File: config.mk
export PLATFORM = sky130hd
export DESIGN_NAME = prog_csum_monitor
export DESIGN_NICKNAME = d
export VERILOG_FILES = /design/src/rtl/pcm_pkg.sv /design/src/rtl/pcm_addr_gen.sv /design/src/rtl/pcm_accum.sv /design/src/rtl/pcm_ctrl.sv /design/src/rtl/prog_csum_monitor.sv
export SDC_FILE = /design/constraint.sdc
export NUM_CORES = 1
export LEC_CHECK = 0
export BUFFER_PORTS_ARGS = -buffer_cell sky130_fd_sc_hd__buf_2
export CORE_MARGIN = 10
export CORE_UTILIZATION = 45
export CTS_CLUSTER_SIZE = 28
export DETAILED_ROUTE_END_ITERATION = 16
export GPL_TIMING_DRIVEN = 1
export PLACE_DENSITY = 0.73
export SETUP_SLACK_MARGIN = 0.5
export SLEW_MARGIN = 15
export SYNTH_ARGS = -nofsm -noshare
export SYNTH_HDL_FRONTEND = slang
export SYNTH_SLANG_ARGS = --single-unit
export TNS_END_PERCENT = 10
File: constraint.sdc
create_clock -name clk -period 4.9 [get_ports clk]
set_input_delay 0.98 -clock clk [delete_from_list [all_inputs] [get_ports clk]]
set_output_delay 0.98 -clock clk [all_outputs]
set_load 0.02 [all_outputs]
File: src/rtl/pcm_pkg.sv
package pcm_pkg;

    // Control states of the checksum monitor
    typedef enum logic [3:0] {
        ST_IDLE,
        ST_REF_READ,
        ST_REF_SETTLE,
        ST_REF_LATCH,
        ST_RUN_WAIT,
        ST_RUN_READ,
        ST_RUN_SETTLE,
        ST_COMPARE,
        ST_HALT
    } pcm_state_e;

    // Width of an index able to hold 0..n-1, never below one bit
    function automatic int unsigned idx_width(input int unsigned n);
        return (n > 1) ? $clog2(n) : 1;
    endfunction

endpackage

File: src/rtl/pcm_addr_gen.sv
// Program pointer and per-burst read counter
module pcm_addr_gen
    import pcm_pkg::*;
#(
    parameter int unsigned ADDR_W         = 16,
    parameter int unsigned PROG_BASE      = 0,
    parameter int unsigned PROG_LEN       = 1024,
    parameter int unsigned WORDS_PER_SCAN = 24
) (
    input  logic              clk,
    input  logic              rst_n,
    input  logic              ptr_rst,
    input  logic              burst_start,
    input  logic              adv,
    output logic [ADDR_W-1:0] rd_addr,
    output logic              last_word,
    output logic              burst_last
);

    localparam int unsigned IDX_W = idx_width(PROG_LEN);
    localparam int unsigned BCW   = idx_width(WORDS_PER_SCAN);
    localparam logic [IDX_W-1:0]  IDX_LAST = IDX_W'(PROG_LEN - 1);
    localparam logic [BCW-1:0]    BC_LAST  = BCW'(WORDS_PER_SCAN - 1);
    localparam logic [ADDR_W-1:0] BASE_A   = ADDR_W'(PROG_BASE);

    logic [IDX_W-1:0] idx_q;
    logic [BCW-1:0]   bcnt_q;

    assign last_word  = (idx_q == IDX_LAST);
    assign burst_last = (bcnt_q == BC_LAST);
    assign rd_addr    = BASE_A + ADDR_W'(idx_q);

    // Word index inside the program area, wraps after the last word
    always_ff @(posedge clk) begin
        if (!rst_n || ptr_rst) begin
            idx_q <= '0;
        end else if (adv) begin
            idx_q <= last_word ? '0 : idx_q + 1'b1;
        end
    end

    // Reads issued in the current burst
    always_ff @(posedge clk) begin
        if (!rst_n || ptr_rst || burst_start) begin
            bcnt_q <= '0;
        end else if (adv) begin
            bcnt_q <= bcnt_q + 1'b1;
        end
    end

endmodule

File: src/rtl/pcm_accum.sv
// Modular sum of returned read data, one cycle behind the read strobe
module pcm_accum #(
    parameter int unsigned DATA_W = 16
) (
    input  logic              clk,
    input  logic              rst_n,
    input  logic              clr,
    input  logic              rd_fire,
    input  logic [DATA_W-1:0] rd_data,
    output logic [DATA_W-1:0] sum
);

    logic data_due_q;

    // A clear also drops the word whose read is still in flight
    always_ff @(posedge clk) begin
        if (!rst_n) begin
            data_due_q <= 1'b0;
        end else begin
            data_due_q <= rd_fire && !clr;
        end
    end

    always_ff @(posedge clk) begin
        if (!rst_n || clr) begin
            sum <= '0;
        end else if (data_due_q) begin
            sum <= sum + rd_data;
        end
    end

endmodule

File: src/rtl/pcm_ctrl.sv
// Sequencing of reference sweep, scan bursts and compare
module pcm_ctrl
    import pcm_pkg::*;
#(
    parameter int unsigned SUM_W = 16
) (
    input  logic             clk,
    input  logic             rst_n,
    input  logic             ref_req,
    input  logic             scan_tick,
    input  logic             last_word,
    input  logic             burst_last,
    input  logic [SUM_W-1:0] run_sum,
    output logic             rd_en,
    output logic             ptr_rst,
    output logic             burst_start,
    output logic             acc_clr,
    output logic             halt_scan,
    output logic             chk_err
);

    pcm_state_e       state_q, state_d;
    logic [SUM_W-1:0] ref_q;
    logic             err_q;
    logic             restart;
    logic             sums_differ;

    assign restart     = ref_req && (state_q != ST_HALT);
    assign sums_differ = (run_sum != ref_q);

    // State register
    always_ff @(posedge clk) begin
        if (!rst_n) begin
            state_q <= ST_IDLE;
        end else begin
            state_q <= state_d;
        end
    end

    // Next state
    always_comb begin
        state_d = state_q;
        unique case (state_q)
            ST_IDLE: begin
                if (ref_req) state_d = ST_REF_READ;
            end
            ST_REF_READ: begin
                if (ref_req)        state_d = ST_REF_READ;
                else if (last_word) state_d = ST_REF_SETTLE;
            end
            ST_REF_SETTLE: begin
                state_d = ref_req ? ST_REF_READ : ST_REF_LATCH;
            end
            ST_REF_LATCH: begin
                state_d = ref_req ? ST_REF_READ : ST_RUN_WAIT;
            end
            ST_RUN_WAIT: begin
                if (ref_req)        state_d = ST_REF_READ;
                else if (scan_tick) state_d = ST_RUN_READ;
            end
            ST_RUN_READ: begin
                if (ref_req)         state_d = ST_REF_READ;
                else if (last_word)  state_d = ST_RUN_SETTLE;
                else if (burst_last) state_d = ST_RUN_WAIT;
            end
            ST_RUN_SETTLE: begin
                state_d = ref_req ? ST_REF_READ : ST_COMPARE;
            end
            ST_COMPARE: begin
                if (ref_req)          state_d = ST_REF_READ;
                else if (sums_differ) state_d = ST_HALT;
                else                  state_d = ST_RUN_WAIT;
            end
            ST_HALT: begin
                state_d = ST_HALT;
            end
            default: begin
                state_d = ST_IDLE;
            end
        endcase
    end

    // Outputs decoded from state
    always_comb begin
        rd_en       = (state_q == ST_REF_READ) || (state_q == ST_RUN_READ);
        ptr_rst     = restart;
        burst_start = (state_q == ST_RUN_WAIT) && scan_tick && !ref_req;
        acc_clr     = restart || (state_q == ST_REF_LATCH) || (state_q == ST_COMPARE);
        halt_scan   = (state_q == ST_HALT);
        chk_err     = err_q;
    end

    // Reference sum, taken once the last sweep word has landed
    always_ff @(posedge clk) begin
        if (!rst_n) begin
            ref_q <= '0;
        end else if ((state_q == ST_REF_LATCH) && !ref_req) begin
            ref_q <= run_sum;
        end
    end

    // Sticky error flag, set by a failing compare
    always_ff @(posedge clk) begin
        if (!rst_n) begin
            err_q <= 1'b0;
        end else if ((state_q == ST_COMPARE) && !ref_req && sums_differ) begin
            err_q <= 1'b1;
        end
    end

endmodule

File: src/rtl/prog_csum_monitor.sv
module prog_csum_monitor #(
    parameter int unsigned ADDR_W         = 16,
    parameter int unsigned DATA_W         = 16,
    parameter int unsigned PROG_BASE      = 0,
    parameter int unsigned PROG_LEN       = 1024,
    parameter int unsigned WORDS_PER_SCAN = 24
) (
    input  logic              clk,
    input  logic              rst_n,
    input  logic              ref_req,
    input  logic              scan_tick,
    output logic              mem_rd_en,
    output logic [ADDR_W-1:0] mem_rd_addr,
    input  logic [DATA_W-1:0] mem_rd_data,
    output logic              halt_scan,
    output logic              chk_err
);

    logic              ptr_rst;
    logic              burst_start;
    logic              acc_clr;
    logic              last_word;
    logic              burst_last;
    logic              rd_en;
    logic [DATA_W-1:0] run_sum;

    assign mem_rd_en = rd_en;

    pcm_ctrl #(
        .SUM_W(DATA_W)
    ) u_ctrl (
        .clk        (clk),
        .rst_n      (rst_n),
        .ref_req    (ref_req),
        .scan_tick  (scan_tick),
        .last_word  (last_word),
        .burst_last (burst_last),
        .run_sum    (run_sum),
        .rd_en      (rd_en),
        .ptr_rst    (ptr_rst),
        .burst_start(burst_start),
        .acc_clr    (acc_clr),
        .halt_scan  (halt_scan),
        .chk_err    (chk_err)
    );

    pcm_addr_gen #(
        .ADDR_W        (ADDR_W),
        .PROG_BASE     (PROG_BASE),
        .PROG_LEN      (PROG_LEN),
        .WORDS_PER_SCAN(WORDS_PER_SCAN)
    ) u_addr (
        .clk        (clk),
        .rst_n      (rst_n),
        .ptr_rst    (ptr_rst),
        .burst_start(burst_start),
        .adv        (rd_en),
        .rd_addr    (mem_rd_addr),
        .last_word  (last_word),
        .burst_last (burst_last)
    );

    pcm_accum #(
        .DATA_W(DATA_W)
    ) u_acc (
        .clk    (clk),
        .rst_n  (rst_n),
        .clr    (acc_clr),
        .rd_fire(rd_en),
        .rd_data(mem_rd_data),
        .sum    (run_sum)
    );

endmodule

==> out/results.tsv, run 1 <==
stage	metric	value	unit
global_routing	antenna_found_initial	0	
detailed_routing	drt-wirelength-per-cell	14.0	um
detailed_routing	first_pass_iters	4	
cts	ctsResizeCount	0	
detailed_routing	ant_nets	0	
global_routing	grtUsageMet3	3.02	%
logic_synthesis	syn_avg_cell_area	8.45	sq um
floorplanning	io_pins	39	
run	maxCapViolations	0	
cts	numCtsBuffers	5	
critical_path	end_kind	flip-flop	
power	leakage	1.42	nW
logic_synthesis	yosys_warnings	0	
final_layout	regArea	0.00106	sq mm
power	powerDensity	229	mW/mm^2
cts	numClockSinks	53	
cts	cts_setup_buffers	0	
power	finalPower	761	uW
worst_hold_path	holdPathStages	2	
final_layout	antenna_cells	0	
placed_design	port_buffers	32	
logic_synthesis	syn_inst	363	
timing	rsz0062_at_grt	no	
final_layout	fill_cells	636	
global_routing	grt_util_met2	22.1	%
cts	htree_levels	2	
floorplanning	dieArea	0.0105	sq mm
logic_synthesis	ys_seq_area_share	34.6	%
timing	fmax	0.340	GHz
critical_path	cp.required	5110	ps
power	power_frac_comb	9.9	%
timing	period_share	60.0	%
floorplanning	dieHeight	103	um
power	pwr-share-seq	57.8	%
logic_synthesis	ys_types	57	
logic_synthesis	synth_edf_count	0	
logic_synthesis	synth_area_leader_cell	dfxtp_1	
logic_synthesis	synthTopCellsByCount	dfxtp_1, nand2_1, nor2_1, xor2_1, a21oi_1	
global_routing	busiest_layer	met2	
timing	finalCriticalPeriod	2940	ps
detailed_routing	drt-vias-per-instance	5.48	
power	p_sw	197	uW
final_layout	layout.nets	427	
logic_synthesis	synth_flop_cell	dfxtp_1	
timing	worst_pin_slew	754	ps
critical_path	cp-start-kind	input port	
timing	clock_skew	14.7	ps
cts	insertion_delay	320	ps
critical_path	reg2reg_depth	9	
worst_hold_path	hold_path_class	reg2reg	
critical_path	max_stage_delay	440	ps
floorplanning	initial_core_util	45.7	%
logic_synthesis	synth_top_area_share	34.6	%
final_layout	layoutNonFillerInstCount	470	
logic_synthesis	synth.area.top_cells	dfxtp_1, xor2_1, ha_1	
global_routing	use_met1	16.7	%
timing	drv_slew	0	
placed_design	place.detailed.hpwl	4980	um
power	clkPwrFrac	32.4	%
cts	postCtsHoldBufs	0	
global_routing	grt_overflow	0	
floorplanning	die_w	103	um
detailed_routing	dr.first_iter.drc_count	132	
logic_synthesis	synth-seq-cells	53	
final_layout	fin_area	0.00332	sq mm
placed_design	gp_congestion	0.878	
power	p_int	564	uW
logic_synthesis	async_flop_share	0	%
timing	hold_violations	0	
critical_path	cp_slowest_cell	fa_1	
cts	clock_path_buffers	2	
critical_path	crit_chain	buf_2, ha_1, fa_1, a211oi_1, o21ai_0, a21oi_1, o221ai_1, xor2_1, mux2i_1, nor2_1	
final_layout	area_growth	8.24	%
power	irDropWorstVdd	0.0969	mV
placed_design	place_area	0.00323	sq mm
logic_synthesis	syn_area	0.00307	sq mm
placed_design	dp.cells	462	
global_routing	grt_pass1_wl	11600	um
critical_path	worstPathArrival	3150	ps
status	status	finished, final reports clean	
cts	clkTransAtPathRegs	100	ps
global_routing	grt_pass1_vias	2561	
timing	setup_violations	0	
floorplanning	core.rowCount	30	
global_routing	grt_max_degree	23	
global_routing	grtUsageTotal	13.4	%
timing	fin_setup_tns	0	ps
floorplanning	core_area	0.00672	sq mm
critical_path	crit_type	in2reg	
power	switching_share	25.9	%
detailed_routing	drt-total-wl	6570	um
timing	relSlewSlack	49.7	%
final_layout	layout-drive-gt1-share	13.6	%
cts	clockRootBuffer	clkbuf_8	
final_layout	multi_input_area	0.00186	sq mm
detailed_routing	drcViolationCount	0	
cts	cts_tree	built	
critical_path	cp_max_fo	3	
detailed_routing	via_count	2576	
metal layers:
metal / part of all wire, % / wire (um) / vias up
met1: 46 / 3020 / 1202
li1: - / - / 1314
met4: 1.7 / 111 / 0
met2: 49 / 3190 / 47
met5: 0 / 0 / -
met3: 3.8 / 252 / 13
through the flow:
stage / utilization (%) / hold slack, ps / worst slack [ps]
6_report: 49.4 / 476 / 1960
5_1_grt: 49.4 / 508 / 1770
4_1_cts: 49.4 / 474 / 1960
3_5_place_dp: 48.1 / 460 / 1630
3_3_place_gp: 48.1 / 453 / 1690
2_1_floorplan: - / 447 / 1990
final timing paths:
kind / start / to / slack (ps)
worst min register to register: u_ctrl.ref_q[8]$_SDFFE_PN0P_ / u_ctrl.ref_q[8]$_SDFFE_PN0P_ / 480
worst min-delay path: u_ctrl.ref_q[8]$_SDFFE_PN0P_ / u_ctrl.ref_q[8]$_SDFFE_PN0P_ / 480
worst max register to register: u_acc.sum[0]$_SDFFE_PP0P_ / u_acc.sum[14]$_SDFFE_PP0P_ / 2370
worst max-delay path: mem_rd_data[0] / u_acc.sum[14]$_SDFFE_PP0P_ / 1960
cell usage in the layout, fill, tap and decap left out, types with 5 or more instances in the layout:
cell,instances
a21boi_0,14
mux2i_1,9
buf_2,32
nand4_1,10
o21ai_0,13
a21oi_1,20
conb_1,6
ha_1,17
nand2_1,53
dfxtp_1,53
nand3_1,6
xnor2_1,6
xor2_1,27
inv_1,6
clkbuf_8,5
nor3_1,7
nor2_1,39
area by class of cell:
cell class,count,share of cell area (%)
clock buffer,6,2.19
clock inverter,2,0.452
inverter,8,1.06
multi-input combinational,287,56.1
sequential,53,32.0
tap,80,3.01
timing repair buffer,34,5.28
power groups by stage:
stage          clock network (mW)  registers [mW]  logic [mW]
2_1_floorplan                   0           0.447      0.0609
3_3_place_gp                    0           0.450      0.0733
3_5_place_dp                    0           0.450      0.0750
4_1_cts                     0.253           0.440      0.0754
5_1_grt                     0.267           0.441      0.0855
6_report                    0.246           0.440      0.0751
sequential cells by signal (all words and copies together) (netlist names):
signal and flops:
u_ctrl.chk_err 1, u_ctrl.state_q 4, u_addr.idx_q 10, u_ctrl.ref_q 16, u_addr.bcnt_q 5, u_acc.data_due_q 1, u_acc.sum 16
logic make-up (layout without fill, tap and decap cells):
logic type | after synthesis | after routing | share of synthesized area (%)
buf+inv | 28 | 50 | 5.34
mux | 9 | 9 | 2.94
compound gates | 85 | 85 | 18.7
flops | 53 | 53 | 34.6
xor+xnor | 33 | 33 | 9.42
other cells | 1 | 6 | 0.122
simple gates | 136 | 136 | 21.3
fa+ha+maj | 18 | 18 | 7.59
worst max-delay path, delay by kind of cell:
kind	cells	cell delay [ps]
AO/OA/AOI/OAI	4	1060
adder cells (fa/ha/maj)	2	670
XOR/XNOR	1	170
multiplexers	1	140
buffers and inverters	1	100
AND/OR/NAND/NOR	1	50
Power figures use the tool's default switching activity.
==> run 2, diff against run 1 <==
--- a/config.mk
+++ b/config.mk
@@ -11,7 +11,7 @@
 export CTS_CLUSTER_SIZE = 28
 export DETAILED_ROUTE_END_ITERATION = 16
 export GPL_TIMING_DRIVEN = 1
-export PLACE_DENSITY = 0.73
+export PLACE_DENSITY = 0.75
 export SETUP_SLACK_MARGIN = 0.5
 export SLEW_MARGIN = 15
 export SYNTH_ARGS = -nofsm -noshare
==> constraint.sdc (replaced) <==
create_clock -name clk -period 2.49 [get_ports clk]
set_input_delay 0.498 -clock clk [delete_from_list [all_inputs] [get_ports clk]]
set_output_delay 0.498 -clock clk [all_outputs]
set_load 0.02 [all_outputs]
==> run 2 against run 1 <==
Against the previous run:
- sequential share of layout area decreased by 2.0 points
- highest routed layer unchanged
- setup slack got worse by 1500 ps
- largest cell class unchanged
- cell count increased by 1.9%
- design area increased by 8.4%
==> out/results.tsv, run 2 (same netlist as run 1, synthesis figures left out) <==
stage	metric	value	unit	change
critical_path	worstPathArrival	2260	ps	-890 ps
cts	insertion_delay	300	ps	-20 ps
final_layout	layoutNonFillerInstCount	479		+1.9%
placed_design	place.detailed.hpwl	4930	um	-1.1%
placed_design	gp_congestion	0.842		-4.2%
global_routing	antenna_found_initial	0		unchanged
power	irDropWorstVdd	0.235	mV	+140%
global_routing	grt_overflow	0		unchanged
detailed_routing	ant_nets	0		unchanged
final_layout	largestRegisters	u_acc.sum: 16 flops, u_ctrl.ref_q: 16 flops, u_addr.idx_q: 10 flops		
detailed_routing	dr.first_iter.drc_count	149		+13%
power	powerDensity	418	mW/mm^2	+82%
timing	setup_violations	0		unchanged
detailed_routing	drt-wirelength-per-cell	14.2	um	+1.8%
detailed_routing	drcViolationCount	0		unchanged
timing	clock_skew	6.56	ps	-8.16 ps
floorplanning	core_area	0.00672	sq mm	unchanged
detailed_routing	first_pass_iters	4		unchanged
timing	finalCriticalPeriod	2070	ps	
critical_path	cp_max_fo	3		unchanged
global_routing	grtUsageTotal	13.0	%	-0.42 points
final_layout	final_cell_mix	nand2_1, dfxtp_1, nor2_1, buf_2, xor2_1		
cts	numCtsBuffers	5		unchanged
critical_path	end_kind	flip-flop		
critical_path	crit_start	u_acc.sum[0]$_SDFFE_PP0P_		
status	status	finished, final reports clean		
final_layout	layout.nets	436		+2.1%
placed_design	port_buffers	32		unchanged
timing	relSlewSlack	60.4	%	+11 points
final_layout	post-route-util	53.6	%	+4.2 points
global_routing	grt_max_degree	21		-8.7%
run	maxCapViolations	0		unchanged
timing	hold_violations	0		unchanged
cts	clock_path_buffers	2		unchanged
floorplanning	core.rowCount	30		unchanged
cts	clkTransAtPathRegs	90	ps	about the same
floorplanning	dieHeight	103	um	unchanged
timing	fmax	0.483	GHz	
final_layout	layout-drive-gt1-share	23.1	%	+9.5 points
timing	rsz0062_at_grt	yes		
final_layout	area_growth	17.4	%	
timing	drv_slew	0		unchanged
critical_path	crit_type	reg2reg		
cts	htree_levels	2		unchanged
cts	cts_tree	built		
global_routing	grt_pass1_vias	2499		-2.4%
placed_design	dp.cells	465		+0.65%
final_layout	final_common_cell	nand2_1		
cts	postCtsHoldBufs	0		unchanged
power	leakage	1.48	nW	+4.0%
detailed_routing	drt-total-wl	6820	um	+3.8%
cts	numClockSinks	53		unchanged
detailed_routing	drt-vias-per-instance	5.51		+0.60%
final_layout	fill_cells	619		-2.7%
timing	worst_pin_slew	593	ps	-161 ps
floorplanning	io_pins	39		unchanged
critical_path	r2r_start	u_acc.sum[0]$_SDFFE_PP0P_		
worst_hold_path	hold_path_class	reg2reg		
timing	period_share	83.1	%	
final_layout	antenna_cells	0		unchanged
cts	clockRootBuffer	clkbuf_8		
timing	fin_setup_tns	0	ps	unchanged
global_routing	grt_pass1_wl	11300	um	-2.6%
worst_hold_path	worstHoldStart	u_ctrl.ref_q[7]$_SDFFE_PN0P_		
detailed_routing	via_count	2641		+2.5%
critical_path	cp.required	2680	ps	-2430 ps
critical_path	cp-start-kind	flip-flop		
timing	hold_slack	472	ps	-3.91 ps
floorplanning	die_w	103	um	unchanged
floorplanning	initial_core_util	45.7	%	unchanged
floorplanning	dieArea	0.0105	sq mm	unchanged
-- run 2: changes by cell type in the layout (fill, tap and decap cells not counted), moves of 2 or more --
cell	delta
dfxtp_2	+6
dfxtp_1	-9
ha_1	-11
buf_4	+9
a21oi_1	-2
dfxtp_4	+3
a21oi_4	+2
clkbuf_1	+2
clkinvlp_4	-2
ha_4	+10
o21ai_2	+2
o21ai_0	-2
-- run 2: metrics by stage --
stage | power [mW] | worst slack, ps | area (sq um)
finish | 1.51 | 420 | 3600
global route | 1.57 | 303 | 3600
floorplan | 1.01 | 338 | 3160
detailed placement | 1.04 | 61.9 | 3330
global placement | 1.04 | 88.1 | 3330
CTS | 1.51 | 389 | 3470
-- run 2: timing repair --
item | 4_1_cts | 5_1_grt
resized for setup | 13 | 19
pin swaps | 7 | 11
endpoints found under the setup margin | 8 | 12
setup buffers | 3 | 3
-- run 2: worst paths after layout --
path | to | slack [ps] | cells after the start
setup / recovery | u_acc.sum[8]$_SDFFE_PP0P_ | 420 | 9
setup reg to reg | u_acc.sum[8]$_SDFFE_PP0P_ | 420 | 9
hold reg to reg | u_ctrl.ref_q[7]$_SDFFE_PN0P_ | 470 | 2
hold / removal | u_ctrl.ref_q[7]$_SDFFE_PN0P_ | 470 | 2
-- run 2: layer usage --
metal | wire length (um) | global-route usage [%] | vias to the layer above
met4 | 71 | 3.15 | 0
met5 | 0 | 0 | -
li1 | - | - | 1331
met1 | 3030 | 16.3 | 1255
met2 | 3390 | 21.7 | 47
met3 | 327 | 3.15 | 8
-- run 2: final cells by class --
class / instances / area (sq um) / area share (%)
multi-input cells: 287 / 2060 / 57.3
flip-flops and latches: 53 / 1080 / 30.0
repair buffers: 43 / 243 / 6.74
well taps: 80 / 100 / 2.78
clock buffers: 8 / 80.1 / 2.22
inverters: 8 / 35.0 / 0.973
-- run 2: worst max-delay path: stages, from the launching register on --
cell and delay, ps:
dfxtp_4 360, ha_4 160, fa_2 370, a211oi_4 270
o21bai_1 140, a21oi_2 200, o21ai_0 120, xor2_1 160
mux2i_1 140, nor2_1 50
-- run 2: report_power, final --
part / switching (mW) / leakage [nW] / internal, mW / total, mW
combinational: 0.105 / 1.00 / 0.0761 / 0.181
clock: 0.265 / 0.0395 / 0.201 / 0.465
sequential: 0.00947 / 0.433 / 0.850 / 0.860
total: 0.379 / 1.48 / 1.13 / 1.51
==> run 3, diff against run 2 <==
--- a/config.mk
+++ b/config.mk
@@ -5,13 +5,14 @@
 export SDC_FILE = /design/constraint.sdc
 export NUM_CORES = 1
 export LEC_CHECK = 0
+export ABC_AREA = 1
 export BUFFER_PORTS_ARGS = -buffer_cell sky130_fd_sc_hd__buf_2
 export CORE_MARGIN = 10
 export CORE_UTILIZATION = 45
 export CTS_CLUSTER_SIZE = 28
 export DETAILED_ROUTE_END_ITERATION = 16
 export GPL_TIMING_DRIVEN = 1
-export PLACE_DENSITY = 0.75
+export PLACE_DENSITY = 0.72
 export SETUP_SLACK_MARGIN = 0.5
 export SLEW_MARGIN = 15
 export SYNTH_ARGS = -nofsm -noshare
==> constraint.sdc (replaced) <==
create_clock -name clk -period 2.1 [get_ports clk]
set_input_delay 0.42 -clock clk [delete_from_list [all_inputs] [get_ports clk]]
set_output_delay 0.42 -clock clk [all_outputs]
set_load 0.02 [all_outputs]
==> run 3 against run 2 <==
Against the previous run:
- global-route usage rose by 0.89 points
- register-to-register slack improved by 60 ps
- die area increased by 10%
- clock power is 20% higher
- synthesized cell count rose by 51%
- combinational power up 89%
- cell count increased by 43%
- critical path type unchanged
- critical endpoint is now u_acc.sum[14]$_SDFFE_PP0P_
==> out/results.tsv, run 3 <==
stage	metric	value	unit	change
logic_synthesis	synth-adder-area-share	6.72	%	-0.86 points
worst_hold_path	worstHoldStart	u_ctrl.chk_err$_SDFFE_PN0P_		
run	maxCapViolations	0		unchanged
critical_path	reg2reg_slack	480	ps	+60 ps
cts	numClockSinks	53		unchanged
final_layout	layout-drive-gt1-share	18.9	%	-4.1 points
floorplanning	dieHeight	108	um	+5.0%
floorplanning	core.rowCount	31		+3.3%
power	finalPower	1.94	mW	+29%
final_layout	post-route-util	55.7	%	+2.1 points
final_layout	layoutNonFillerInstCount	686		+43%
floorplanning	core_area	0.00737	sq mm	+9.7%
power	clkPwrFrac	28.8	%	-2.1 points
logic_synthesis	synth_simple_gate_area_share	33.8	%	+13 points
critical_path	crit_start	u_acc.sum[0]$_SDFFE_PP0P_		
timing	setup_violations	0		unchanged
critical_path	r2r-end	u_acc.sum[14]$_SDFFE_PP0P_		
final_layout	layout.nets	624		+43%
cts	clockRootBuffer	clkbuf_8		
global_routing	grt_pass1_wl	13700	um	+21%
placed_design	place.detailed.hpwl	6300	um	+28%
logic_synthesis	yosysMostFrequentCell	nand2_1		
final_layout	final_cell_mix	nand2_1, inv_1, a21oi_1, dfxtp_1		
critical_path	r2r_start	u_acc.sum[0]$_SDFFE_PP0P_		
final_layout	antenna_cells	0		unchanged
critical_path	end_kind	flip-flop		
detailed_routing	ant_nets	0		unchanged
placed_design	dp.cells	671		+44%
final_layout	fill_cells	725		+17%
timing	finalCriticalPeriod	1620	ps	-447 ps
global_routing	antenna_found_initial	0		unchanged
detailed_routing	drcViolationCount	0		unchanged
global_routing	busiest_layer	met2		
critical_path	worstPathArrival	1840	ps	-420 ps
logic_synthesis	synth_compound_area_share	12.8	%	-5.9 points
global_routing	grtUsageMet3	2.46	%	-0.70 points
timing	clock_skew	10.0	ps	+3.47 ps
logic_synthesis	ys_types	41		-28%
global_routing	use_met1	17.6	%	+1.3 points
cts	insertion_delay	310	ps	about the same
final_layout	final_common_cell	nand2_1		
floorplanning	initial_core_util	47.0	%	+1.3 points
timing	period_share	77.3	%	-5.9 points
logic_synthesis	syn_area	0.00346	sq mm	+13%
logic_synthesis	synth_edf_count	0		unchanged
logic_synthesis	syn_inst	548		+51%
logic_synthesis	synth_top_family_by_area	simple AND/OR/NAND/NOR gates		
global_routing	grt_pass1_vias	3044		+22%
logic_synthesis	synth_top_area_share	30.7	%	-3.9 points
global_routing	grt_max_degree	34		+62%
critical_path	crit_type	reg2reg		
global_routing	grt_util_met2	23.6	%	+1.9 points
logic_synthesis	ys_seq_area_share	30.7	%	-3.9 points
timing	drv_slew	0		unchanged
power	leakage	1.90	nW	+29%
cts	htree_levels	2		unchanged
logic_synthesis	async_flop_share	0	%	unchanged
status	status	finished, final reports clean		
worst_hold_path	hold_path_class	reg2reg		
worst_hold_path	holdPathStages	2		unchanged
detailed_routing	via_count	3369		+28%
cts	cts_tree	built		
power	power_frac_comb	17.7	%	+5.7 points
logic_synthesis	synth-seq-cells	53		unchanged
power	switching_share	28.7	%	+3.5 points
floorplanning	io_pins	39		unchanged
detailed_routing	dr.first_iter.drc_count	137		-8.1%
cts	clock_path_buffers	2		unchanged
timing	hold_violations	0		unchanged
logic_synthesis	synth_xor_area_share	1.77	%	-7.6 points
logic_synthesis	synth_flop_cell	dfxtp_1		
power	irDropWorstVdd	0.269	mV	+15%
final_layout	area_growth	18.6	%	
critical_path	cp_max_fo	3		unchanged
worst_hold_path	whs_endpoint	u_ctrl.chk_err$_SDFFE_PN0P_		
cts	numCtsBuffers	5		unchanged
logic_synthesis	synthTopCellsByCount	nand2_1, inv_1, dfxtp_1, a21oi_1, nand3_1		
timing	rsz0062_at_grt	yes		
placed_design	port_buffers	32		unchanged
timing	fin_setup_tns	0	ps	unchanged
detailed_routing	drt-vias-per-instance	4.91		-11%
final_layout	largestRegisters	u_acc.sum: 16 flops, u_ctrl.ref_q: 16 flops, u_addr.idx_q: 10 flops		
detailed_routing	drt-total-wl	8290	um	+21%
power	powerDensity	472	mW/mm^2	+13%
critical_path	reg2reg_depth	12		+3
placed_design	gp_congestion	0.840		-0.14%
timing	fmax	0.616	GHz	+28%
power	pwr-share-seq	53.5	%	-3.6 points
logic_synthesis	synth.area.top_cells	dfxtp_1, nand2_1, inv_1		
global_routing	grtUsageTotal	13.9	%	+0.89 points
floorplanning	dieArea	0.0116	sq mm	+10%
floorplanning	die_w	108	um	+5.0%
critical_path	cp.required	2320	ps	-360 ps
logic_synthesis	syn_avg_cell_area	6.32	sq um	-25%
critical_path	cp-start-kind	flip-flop		
power	p_int	1.38	mW	+23%
detailed_routing	drt-wirelength-per-cell	12.1	um	-15%
power	p_sw	555	uW	+47%
cts	clkTransAtPathRegs	90	ps	about the same
global_routing	grt_overflow	0		unchanged
logic_synthesis	synthMuxAreaShare	0	%	-2.9 points
detailed_routing	first_pass_iters	4		unchanged
logic_synthesis	synth_area_leader_cell	dfxtp_1		
logic_synthesis	yosys_warnings	0		unchanged
## run 3: cell types whose count changed after synthesis, sizes merged, moves of 5 or more
cell / before / now
nand2: 53 / 165
inv: 8 / 102
nand3: 6 / 39
a21oi: 22 / 48
xor2: 27 / 4
a21boi: 16 / 0
mux2i: 9 / 0
nand4: 11 / 5
a21o: 5 / 0
nor4: 5 / 0
o21ai: 17 / 22
## run 3: worst max-delay path, cell delays in order (launching register included)
cell	delay (ps)
dfxtp_4	360
ha_4	160
fa_2	360
nand3_2	80
nand2_2	80
nand2_2	80
nand2_2	70
nand2_2	70
nand2_1	50
nand2_1	60
nand3_1	70
nand2_1	70
inv_1	30
## run 3: cell families after synthesis
| group | Yosys count |
|---|---|
| compound gates | 79 |
| xor+xnor | 7 |
| fa+ha+maj | 18 |
| buf+inv | 119 |
| flops | 53 |
| other cells | 1 |
| simple gates | 271 |
## run 3: stage by stage
stage | hold slack (ps) | worst slack (ps) | instance area, sq um
floorplan | 443 | 394 | 3500
global placement | 440 | 190 | 3710
detailed placement | 437 | 137 | 3710
CTS | 451 | 477 | 3910
global route | 467 | 396 | 4110
finish | 449 | 477 | 4110
## run 3: timing repair
item,4_1_cts,5_1_grt
setup buffers,4,3
resized for setup,27,25
hold buffers,0,0
cloned,0,0
pin swaps,6,4
endpoints found under the setup margin,13,27
## run 3: worst max-delay path by stage
stage | endpoint | slack, ps | cells past startpoint
after floorplan | u_acc.sum[14]$_SDFFE_PP0P_ | 390 | 12
after global placement | u_acc.sum[14]$_SDFFE_PP0P_ | 190 | 13
after detailed placement | u_acc.sum[14]$_SDFFE_PP0P_ | 140 | 13
after CTS | u_acc.sum[14]$_SDFFE_PP0P_ | 480 | 12
after global routing | u_acc.sum[15]$_SDFFE_PP0P_ | 400 | 12
final | u_acc.sum[14]$_SDFFE_PP0P_ | 480 | 12
## run 3: layout make-up
class                   instances  area, sq um  area share, %
clock buffers                   6         72.6           1.77
inverters                     103          390           9.51
well taps                      99          124           3.02
clock inverters                 2         10.0          0.244
repair buffers                 42          238           5.79
multi-input cells             381         2180           53.1
flip-flops and latches         53         1090           26.6
## run 3: metal layers
metal  part of all wire (%)  routed length [um]  vias to the layer above
met2                     49                4080                       54
li1                       -                   -                     1780
met5                      0                   0                        -
met3                    3.6                 299                        8
met4                   0.84                  70                        0
met1                     46                3830                     1527
## run 3: power by group through the flow
stage	clock [mW]	combinational, mW	sequential (mW)
3_5_place_dp	0	0.284	1.06
2_1_floorplan	0	0.227	1.06
3_3_place_gp	0	0.279	1.06
5_1_grt	0.626	0.384	1.04
6_report	0.559	0.342	1.04
4_1_cts	0.579	0.308	1.04
